File: src/rtl/tw_pkg.sv
package tw_pkg;
  // Line events decoded from one pair of samples
  typedef struct packed {
    logic start;
    logic stop;
    logic rise;
  } bus_evt_t;
endpackage

File: src/rtl/tw_line_watch.sv
module tw_line_watch
  import tw_pkg::*;
(
  input  logic     clk,
  input  logic     rst_n,
  input  logic     en,
  input  logic     scl_i,
  input  logic     sda_i,
  output bus_evt_t evt_o
);
  logic scl_q, sda_q;

  // Idle bus level is high on both lines
  always_ff @(posedge clk or negedge rst_n) begin
    if (!rst_n) begin
      scl_q <= 1'b1;
      sda_q <= 1'b1;
    end else begin
      scl_q <= scl_i;
      sda_q <= sda_i;
    end
  end

  always_comb begin
    evt_o.start = en & scl_i & scl_q & sda_q & ~sda_i;
    evt_o.stop  = en & scl_i & scl_q & ~sda_q & sda_i;
    evt_o.rise  = en & scl_i & ~scl_q;
  end
endmodule

File: src/rtl/tw_frame_shift.sv
module tw_frame_shift
  import tw_pkg::*;
#(
  parameter int FRAME_W = 8,
  localparam int CNT_W = $clog2(FRAME_W + 1)
) (
  input  logic               clk,
  input  logic               rst_n,
  input  logic               en,
  input  bus_evt_t           evt_i,
  input  logic               sda_i,
  output logic               done_o,
  output logic [FRAME_W-1:0] frame_o,
  output logic               stop_seen_o,
  output logic [CNT_W-1:0]   cnt_o
);
  localparam logic [CNT_W-1:0] LAST = CNT_W'(FRAME_W - 1);

  logic               armed, busy;
  logic [CNT_W-1:0]   cnt;
  logic [FRAME_W-2:0] shreg;

  always_ff @(posedge clk or negedge rst_n) begin
    if (!rst_n) begin
      armed   <= 1'b0;
      busy    <= 1'b0;
      cnt     <= '0;
      shreg   <= '0;
      done_o  <= 1'b0;
      frame_o <= '0;
    end else if (!en) begin
      armed   <= 1'b0;
      busy    <= 1'b0;
      cnt     <= '0;
      shreg   <= '0;
      done_o  <= 1'b0;
    end else begin
      done_o <= 1'b0;
      if (evt_i.start) begin
        armed <= 1'b1;
        busy  <= 1'b1;
        cnt   <= '0;
      end else if (evt_i.stop) begin
        armed <= 1'b0;
        busy  <= 1'b0;
        cnt   <= '0;
      end else if (evt_i.rise && armed) begin
        shreg <= {shreg[FRAME_W-3:0], sda_i};
        if (cnt == LAST) begin
          armed   <= 1'b0;
          cnt     <= '0;
          done_o  <= 1'b1;
          frame_o <= {shreg, sda_i};
        end else begin
          cnt <= cnt + CNT_W'(1);
        end
      end
    end
  end

  assign stop_seen_o = evt_i.stop & busy;
  assign cnt_o       = cnt;
endmodule

File: src/rtl/tw_addr_cmp.sv
module tw_addr_cmp #(
  parameter int ADDR_W = 7
) (
  input  logic              clk,
  input  logic              rst_n,
  input  logic              en,
  input  logic              addr_en,
  input  logic [ADDR_W-1:0] own_addr,
  input  logic              done_i,
  input  logic [ADDR_W:0]   frame_i,
  input  logic              stop_seen_i,
  output logic              match_o,
  output logic              rw_o,
  output logic              stop_o
);
  logic [ADDR_W-1:0] eq;
  logic              hit;

  // Frame bit 0 is the direction; bits above it line up with the address
  for (genvar i = 0; i < ADDR_W; i++) begin : g_eq
    assign eq[i] = frame_i[i+1] ~^ own_addr[i];
  end

  assign hit = done_i & addr_en & (&eq);

  always_ff @(posedge clk or negedge rst_n) begin
    if (!rst_n) begin
      match_o <= 1'b0;
      rw_o    <= 1'b0;
      stop_o  <= 1'b0;
    end else if (!en) begin
      match_o <= 1'b0;
      rw_o    <= 1'b0;
      stop_o  <= 1'b0;
    end else begin
      match_o <= hit;
      rw_o    <= hit & frame_i[0];
      stop_o  <= stop_seen_i;
    end
  end
endmodule

File: src/rtl/tw_addr_match.sv
module tw_addr_match
  import tw_pkg::*;
#(
  parameter int ADDR_W = 7
) (
  input  logic              clk,
  input  logic              rst_n,
  input  logic              en,
  input  logic              scl_i,
  input  logic              sda_i,
  input  logic [ADDR_W-1:0] own_addr,
  input  logic              addr_en,
  output logic              match_o,
  output logic              rw_o,
  output logic              stop_o
);
  localparam int FRAME_W = ADDR_W + 1;
  localparam int CNT_W   = $clog2(FRAME_W + 1);

  bus_evt_t           evt;
  logic               done;
  logic [FRAME_W-1:0] frame;
  logic               stop_seen;
  logic [CNT_W-1:0]   cnt_w;

  tw_line_watch u_watch (
    .clk   (clk),
    .rst_n (rst_n),
    .en    (en),
    .scl_i (scl_i),
    .sda_i (sda_i),
    .evt_o (evt)
  );

  tw_frame_shift #(.FRAME_W(FRAME_W)) u_shift (
    .clk         (clk),
    .rst_n       (rst_n),
    .en          (en),
    .evt_i       (evt),
    .sda_i       (sda_i),
    .done_o      (done),
    .frame_o     (frame),
    .stop_seen_o (stop_seen),
    .cnt_o       (cnt_w)
  );

  tw_addr_cmp #(.ADDR_W(ADDR_W)) u_cmp (
    .clk         (clk),
    .rst_n       (rst_n),
    .en          (en),
    .addr_en     (addr_en),
    .own_addr    (own_addr),
    .done_i      (done),
    .frame_i     (frame),
    .stop_seen_i (stop_seen),
    .match_o     (match_o),
    .rw_o        (rw_o),
    .stop_o      (stop_o)
  );
endmodule

File: config.mk
export PLATFORM = sky130hd
export DESIGN_NAME = tw_addr_match
export DESIGN_NICKNAME = d
export VERILOG_FILES = /design/src/rtl/tw_pkg.sv /design/src/rtl/tw_line_watch.sv /design/src/rtl/tw_frame_shift.sv /design/src/rtl/tw_addr_cmp.sv /design/src/rtl/tw_addr_match.sv
export SDC_FILE = /design/constraint.sdc
export NUM_CORES = 1
export LEC_CHECK = 0
export BUFFER_PORTS_ARGS = -buffer_cell sky130_fd_sc_hd__buf_4
export CORE_UTILIZATION = 55
export CTS_CLUSTER_SIZE = 25
export DETAILED_ROUTE_END_ITERATION = 8
export PLACE_DENSITY = 0.75
export SYNTH_ARGS = -nofsm -noshare
export SYNTH_HDL_FRONTEND = slang
export SYNTH_HIERARCHICAL = 1
export SYNTH_SLANG_ARGS = --single-unit
File: constraint.sdc
create_clock -name clk -period 5.6 [get_ports clk]
set_input_delay 0.28 -clock clk [delete_from_list [all_inputs] [get_ports clk]]
set_output_delay 0.28 -clock clk [all_outputs]
set_load 0.02 [all_outputs]
# Word level (Yosys, flattened, before mapping)

Index checks and enable logic that the tools add are counted.
W data, S select, Z words.

Bits in registers: 27
Output and inout port bits: 3
Logic and storage cells: 72

Add/subtract/negate cells: 1
Equal/unequal tests: 7
Mux-type cells: 25
Bitwise logic cells: 23
Reductions and logical operators: 5

Operators by type and width:

| operator              | number |
|---|---|
| $mux W7               | 4 |
| $mux W4               | 5 |
| $mux W1               | 16 |
| $and A1 B1 Y1         | 11 |
| $ne A4 B1 Y1 const B  | 2 |
| $reduce_and A7 Y1     | 1 |
| $xnor A1 B1 Y1        | 7 |
| $not A1 Y1            | 5 |
| $reduce_and A5 Y1     | 1 |
| $add A4 B1 Y4 const B | 1 |
| $eq A4 B3 Y1 const B  | 1 |
| $ne A2 B2 Y1 const B  | 2 |
| $ne A3 B1 Y1 const B  | 1 |
| $reduce_and A3 Y1     | 1 |
| $ne A2 B1 Y1 const B  | 1 |
| $reduce_and A2 Y1     | 1 |
| $logic_and A1 B1 Y1   | 1 |

# Longest topological paths before layout

Gate-level depths: netlist of the first run.

Depth after elaboration: 7
Mapped depth: 7

# By module

Netlist of the first run, hierarchy kept.

Modules (own cells, without submodules):

| module         | times used | cells each | area each (um^2) | seq. area each (um^2) |
|---|---|---|---|---|
| tw_frame_shift | 1          | 73         | 975.9            | 550.5 |
| tw_addr_cmp    | 1          | 17         | 183.9            | 75.1 |
| tw_line_watch  | 1          | 7          | 95.1             | 52.6 |

# Least setup slack after synthesis of the first run

Ideal clock, no wire load.

Path type: reg2reg
Start point: register u_watch.scl_q
End point: register u_shift.frame_o[0]
Library setup time: 125 ps
Data arrival time: 1774 ps
Required time: 5475 ps
Slack: 3701 ps
Stages on the path, launching flop included: 8
Buffers on the path: 2
Clock period less this slack: 1899 ps
Path through: dfstp_2 nand3_2 nor3b_2 and4bb_1 buf_6 and3_4 buf_6 mux2_4

RTL lines:

| element                  | line                 | source |
|---|---|---|
| start: declaration       | tw_line_watch.sv:11  | `logic scl_q, sda_q;` |
| start signal: assignment | tw_line_watch.sv:19  | `scl_q <= scl_i;` |
| end signal: assignment   | tw_frame_shift.sv:53 | `frame_o <= {shreg, sda_i};` |
| end: declaration         | tw_frame_shift.sv:13 | `output logic [FRAME_W-1:0] frame_o,` |

==> results of run 1 <==
## repair_timing
action,in CTS,in global routing
hold buffers,1,0
endpoints found under the hold margin,25,0
gates resized for setup,0,0
## power groups by stage
stage / Combinational [W] / Sequential (W) / Clock, W
floorplan: 0.00000629 / 0.000201 / 0
global placement: 0.0000186 / 0.000201 / 0
detailed placement: 0.0000194 / 0.000201 / 0
CTS: 0.0000199 / 0.000197 / 0.0000857
global route: 0.0000219 / 0.000198 / 0.0000935
finish: 0.0000194 / 0.000197 / 0.0000830
## Yosys cell counts
cell type	count
a21oi_1	4
and2_1	2
and3_4	1
and3b_2	1
and4bb_1	1
buf_6	2
clkbuf_1	1
dfrtp_1	25
dfstp_2	2
ha_1	1
inv_1	1
mux2_4	8
mux2i_1	7
nand2_1	5
nand2b_1	1
nand3_1	3
nand3_2	2
nand4_1	1
nor2_1	4
nor2b_1	8
nor3_2	1
nor3b_2	2
o21a_1	2
o21ai_0	1
or3_1	1
or4_1	2
xnor2_1	4
xor2_1	4
## final cells by class
cell class	count	area (um2)
inverter	1	3.75
clock inverter	1	5.00
timing repair buffer	16	123
fill	155	649
sequential	27	678
clock buffer	3	22.5
tap	27	33.8
multi-input combinational	66	547
## critical path: stages, from the launching register on
cell and delay (ns):
dfstp_2 0.56, nand3_2 0.08, nor3b_2 0.32, and4bb_1 0.37, and3_4 0.30, mux2_4 0.31
## per-layer routing
metal | vias up | part of all wire
li1 | 371 | -
met1 | 353 | 0.49
met2 | 13 | 0.47
met3 | 4 | 0.026
met4 | 0 | 0.013
met5 | - | 0
## final timing paths
kind / from / end / slack, ns / cells after the start
min: scl_i / u_watch/scl_q / 0.06 / 1
max in group asynchronous: rst_n / u_watch/scl_q / 4.92 / 2
min in group asynchronous: rst_n / u_shift/frame_o[2] / 0.38 / 2
max: u_watch/scl_q / u_shift/frame_o[0] / 3.56 / 5
max reg2reg: u_watch/scl_q / u_shift/frame_o[0] / 3.56 / 5
min reg2reg: u_shift/frame_o[0] / u_cmp/rw_o / 0.54 / 2
## logic make-up after synthesis
kind of cell	after synthesis
AND/OR/NAND/NOR	35
flip-flops	27
multiplexers	15
XOR/XNOR	8
AO/OA/AOI/OAI	7
buffers and inverters	4
adder cells (fa/ha/maj)	1
## metrics by stage
stage,cell area (um2),power (W),util,hold WS [ns]
detailed placement,1380,0.000220,0.667,0.216
global route,1410,0.000313,0.685,0.0464
CTS,1410,0.000303,0.685,0.0547
finish,1410,0.000300,0.685,0.0646
floorplan,1250,0.000207,-,-0.0156
global placement,1380,0.000220,0.667,0.204
==> run metrics, run 1 <==
n_diodes 0; Tcrit/Tclk final 0.364; Worst Slack Setup Final roughly 3.6 ns; xor-xnor portion of the synthesized cell area 0.0558; most frequent cells in the layout 25 x dfrtp_1, 15 x buf_4, 8 x mux2_4, 8 x nor2b_1, 7 x mux2i_1; GRT Util Overall 0.205; Worst Path Arrival 2.26 ns; Psw between 0.00006 and 0.00007 W; TritonCTS Buffers 3; combinational power share 0.065; # IOs 16; Worst Setup Start Kind register; placed insts about 140; GRT Residual Overflow 0; slew margin rel. 0.717; postcts setup bufs 0; fin cells 141; Initial Utilization 0.609; Largest register FFs 8; final critical-path required period just over 2 ns; Mapped Avg Cell Area around 13 um2; die area around 0.0025 mm2; largest net degree at the start of global routing 28; Die Y 49.8 um; RSZ-0062 raised after global routing false; met3 Resource Use GR 0.0370; main combinational cell family by area after synthesis simple AND/OR/NAND/NOR gates; mux cell area share after synthesis 0.152; vias in the first global route approximately 770; Clk pin slew, worst setup/hold paths roughly 0.14 ns; clock root cell clkbuf_4; met1 Usage GRT 0.272; vias approximately 740; Setup crit end kind register; Max IR drop VDD between 200 and 250 uV; Clk pwr share 0.277; Setup CP Type register to register; busiest grt layer met2; worst slew pin tran between 0.4 and 0.5 ns; Post-Synth Simple-Gate Area 0.186; Biggest register u_shift/frame_o; sequential-to-total area share from yosys stat 0.540; Max Clk Rate around 490 MHz; input/output buffers 15; hold crit path type input pin to register; Yosys top cell area share 0.499; Routed WL 2100 um; Synth area leaders dfrtp_1 50%, mux2_4 9.6%, mux2i_1 5.6%, dfstp_2 4.2%, nor2b_1 4.0%; commonest non-fill, non-tap cell in the layout dfrtp_1; WL per Instance 14.9 um; post-synth cell types 28; Sink Count 27; row count 16; area of the mapped netlist ~0.0013 mm2; sw frac 0.223; initial antenna violation count 0; Max Slew Vio Count 0; Pwr per Cell Area around 210 mW/mm2; core area between 0.002 and 0.0025 mm2; Hold Fails Final Rpt 0; DRC 0; worst skew pair latency around 0.32 ns; crit-path max FO 9; adder-cell share of the synthesized area 0.00997; first-pass GRT wire length ~3700 um; gpl congestion slightly below 0.8; CTS tree built; setup_tns 0 ns; Max Cap Violations 0; design internal power between 0.0002 and 0.00025 W; Ys Warns 6; clk_skew 0.000988 ns; Die Wd around 50 um; GR Layer Usage met2 0.329; drt pass-1 iters 4; clock buffer depth 2; Iter 0 DRT Violations 6; area leader, netlist dfrtp_1; leakage around 0.63 nW; # nets final 129; Syn Nets roughly 110; Final Setup Violations 0; Synth-to-Final Area Change 12.6%; post-synthesis compound-gate area fraction 0.0319; Setup WS pre-CTS ~3.5 ns; Cells after Synth between 90 and 100; Detailed Place HPWL 1570 um; #FFs+latches synth 27; Detail Route Antenna Nets 0; outcome completed; CP Data Required Time between 5 and 6 ns; htree depth 1; Via density around 5.3; sequential share of power 0.659; layout cell share with drive strength beyond 1 0.316
Power figures use the tool's default switching activity.
==> run 2: changes to the inputs <==
- ABC_AREA: default -> 1
- clock period: 5.6 -> 1.95 ns (I/O delays scaled with it)
==> run 2 against run 1 <==
Net effect: highest routed layer unchanged; critical path depth is 4 higher; area after synthesis is 2.1% higher; combinational power grew to 3.2 times the previous value; utilization is 1.3 points lower; design area is 5.2% higher; largest cell class unchanged; synthesized cell count is 68% higher; sequential power grew to 2.9 times the previous value; count of clock-buffer cells in the layout stayed put; cell count is 51% higher; first-iteration DRC count grew to 2.7 times the previous value.
==> run metrics, run 2 <==
outcome completed; n_diodes 0; Tcrit/Tclk final 0.769; most frequent CP cell nand2_1; largest net degree at the start of global routing 28; worst slew pin tran slightly below 0.4 ns; first-pass GRT wire length 3990 um; most frequent cells in the layout 70 x nand2_1, 28 x inv_1, 25 x dfrtp_1; Yosys top cell area share 0.488; placed insts approximately 210; Synth Flop Type dfrtp_1; Max Slew Vio Count 0; Die Wd just over 50 um; async set-or-reset flop fraction in the synthesized netlist 1.00; Via density approximately 4.8; Initial Utilization 0.579; Synth-to-Final Area Change 16.0%; Cells after Synth approximately 160; post-synth cell types 18; Mapped Avg Cell Area 7.86 um2; TritonCTS Buffers 3; GRT Util Overall 0.212; placed inst area between 0.001 and 0.0015 mm2; row count 17; most numerous cell in the Yosys netlist nand2_1; max incr delay on CP between 0.5 and 0.6 ns; clk_skew roughly 0.0047 ns; final critical-path required period roughly 1.5 ns; area leader, netlist dfrtp_1; Ys Warns 6; post-CTS sizing 0; Worst Slack Setup Final 0.450 ns; Pwr per Cell Area 580 mW/mm2; die area about 0.0025 mm2; Synth area leaders dfrtp_1 49%, nand2_1 21%, inv_1 8.2%, dfstp_2 4.1%, o21ai_0 3.1%; Post-synth EDFFs 0; WL per Instance 10.4 um; Hold Fails Final Rpt 0; CP Data Required Time between 2 and 2.5 ns; clock root cell clkbuf_4; Die Y about 50 um; final core occ 0.672; Largest register FFs 8; Max Clk Rate 667 MHz; leakage ~0.83 nW; Detail Route Antenna Nets 0; Max Cap Violations 0; input/output buffers 15; area of the mapped netlist around 0.0013 mm2; clock buffer depth 2; commonest non-fill, non-tap cell in the layout nand2_1; Max IR drop VDD roughly 460 uV; #FFs+latches synth 27; Setup crit end kind register; most instantiated cells after synthesis 70 x nand2_1, 28 x inv_1, 25 x dfrtp_1, 9 x nor2_1, 8 x o21ai_0; fin cells ~210; Setup CP Type register to register; sequential-to-total area share from yosys stat 0.529; vias ~1,000; Setup WS pre-CTS between 0.4 and 0.5 ns; crit-path max FO 10; Iter 0 DRT Violations 16; # nets final 200; Clk pin slew, worst setup/hold paths about 0.14 ns; # IOs 16; Sink Count 27; GRT Residual Overflow 0; initial antenna violation count 0; worst skew pair latency approximately 0.32 ns; setup_tns 0 ns; Worst Setup Start Kind register; vias in the first global route approximately 1,000; Final Cell Area 0.00149 mm2; Final Setup Violations 0; gpl congestion slightly below 0.8; Biggest register u_shift/frame_o; Detailed Place HPWL about 1700 um; Syn Nets approximately 180; CTS tree built; slew margin rel. 0.740; DRC 0; CP cell instances inv_1 > nand2_1 > nor2_1 > inv_1 > nand2_1 > nor2_4 > nand2_2 > nand2_1 > nand2_1; drt pass-1 iters 4; layout cell share with drive strength beyond 1 0.151; htree depth 1; RSZ-0062 raised after global routing false; Crit-path slowest cell dfstp_2; Routed WL between 2000 and 2500 um; hold crit path type input pin to register; Worst Path Arrival approximately 1.7 ns; core area approximately 0.0022 mm2
[run 2: final timing paths]
check / slack (ns) / end / from / cells after the start
worst max-delay path: 0.45 / u_shift/frame_o[3] / u_watch/sda_q / 9
worst min-delay path: 0.03 / u_cmp/stop_o / en / 3
worst max register to register: 0.45 / u_shift/frame_o[3] / u_watch/sda_q / 9
worst min register to register: 0.50 / u_shift/busy / u_shift/busy / 2
max in group asynchronous: 1.46 / u_watch/scl_q / rst_n / 2
min in group asynchronous: 0.20 / u_shift/frame_o[0] / rst_n / 2
[run 2: report_power, final]
part / switching (W) / internal, W / total (W)
Combinational: 0.0000337 / 0.0000284 / 0.0000621
Clock: 0.000156 / 0.0000769 / 0.000233
Sequential: 0.00000176 / 0.000565 / 0.000566
[run 2: cell families after synthesis]
| logic type | Yosys count | share of synthesized area |
|---|---|---|
| buffers and inverters | 29 | 0.0850 |
| AO/OA/AOI/OAI | 10 | 0.0391 |
| AND/OR/NAND/NOR | 92 | 0.310 |
| flip-flops | 27 | 0.529 |
| XOR/XNOR | 4 | 0.0273 |
| adder cells (fa/ha/maj) | 1 | 0.00976 |
[run 2: through the flow]
| step | hold slack (ns) | power, W |
|---|---|---|
| global route | 0.0384 | 0.000901 |
| CTS | 0.0174 | 0.000877 |
| global placement | 0.0237 | 0.000633 |
| floorplan | -0.198 | 0.000597 |
| finish | 0.0324 | 0.000862 |
| detailed placement | 0.0268 | 0.000635 |
[run 2: worst max-delay path: cells and delay by family, from the launching register on]
kind	cells	cell delay, ns
AND/OR/NAND/NOR	7	0.76
flip-flops	1	0.55
buffers and inverters	2	0.08
[run 2: final cells by class]
cell class / instances / area (um2)
multi-input cells: 107 / 494
fillers: 183 / 726
clock inverters: 1 / 5.00
repair buffers: 18 / 143
flip-flops and latches: 27 / 678
clock buffers: 3 / 22.5
well taps: 28 / 35.0
inverters: 29 / 109
[run 2: per-layer routing]
| layer | vias to the layer above | routed length, um | track usage |
|---|---|---|---|
| met5 | - | 0 | 0 |
| met4 | 0 | 31 | 0.100 |
| met3 | 4 | 65 | 0.0364 |
| met2 | 22 | 1050 | 0.371 |
| met1 | 470 | 1080 | 0.250 |
| li1 | 529 | - | - |
[run 2: timing repair]
action / 4_1_cts / 5_1_grt
endpoints found under the hold margin: 30 / 0
buffers inserted: 0 / 0
hold buffers: 3 / 0
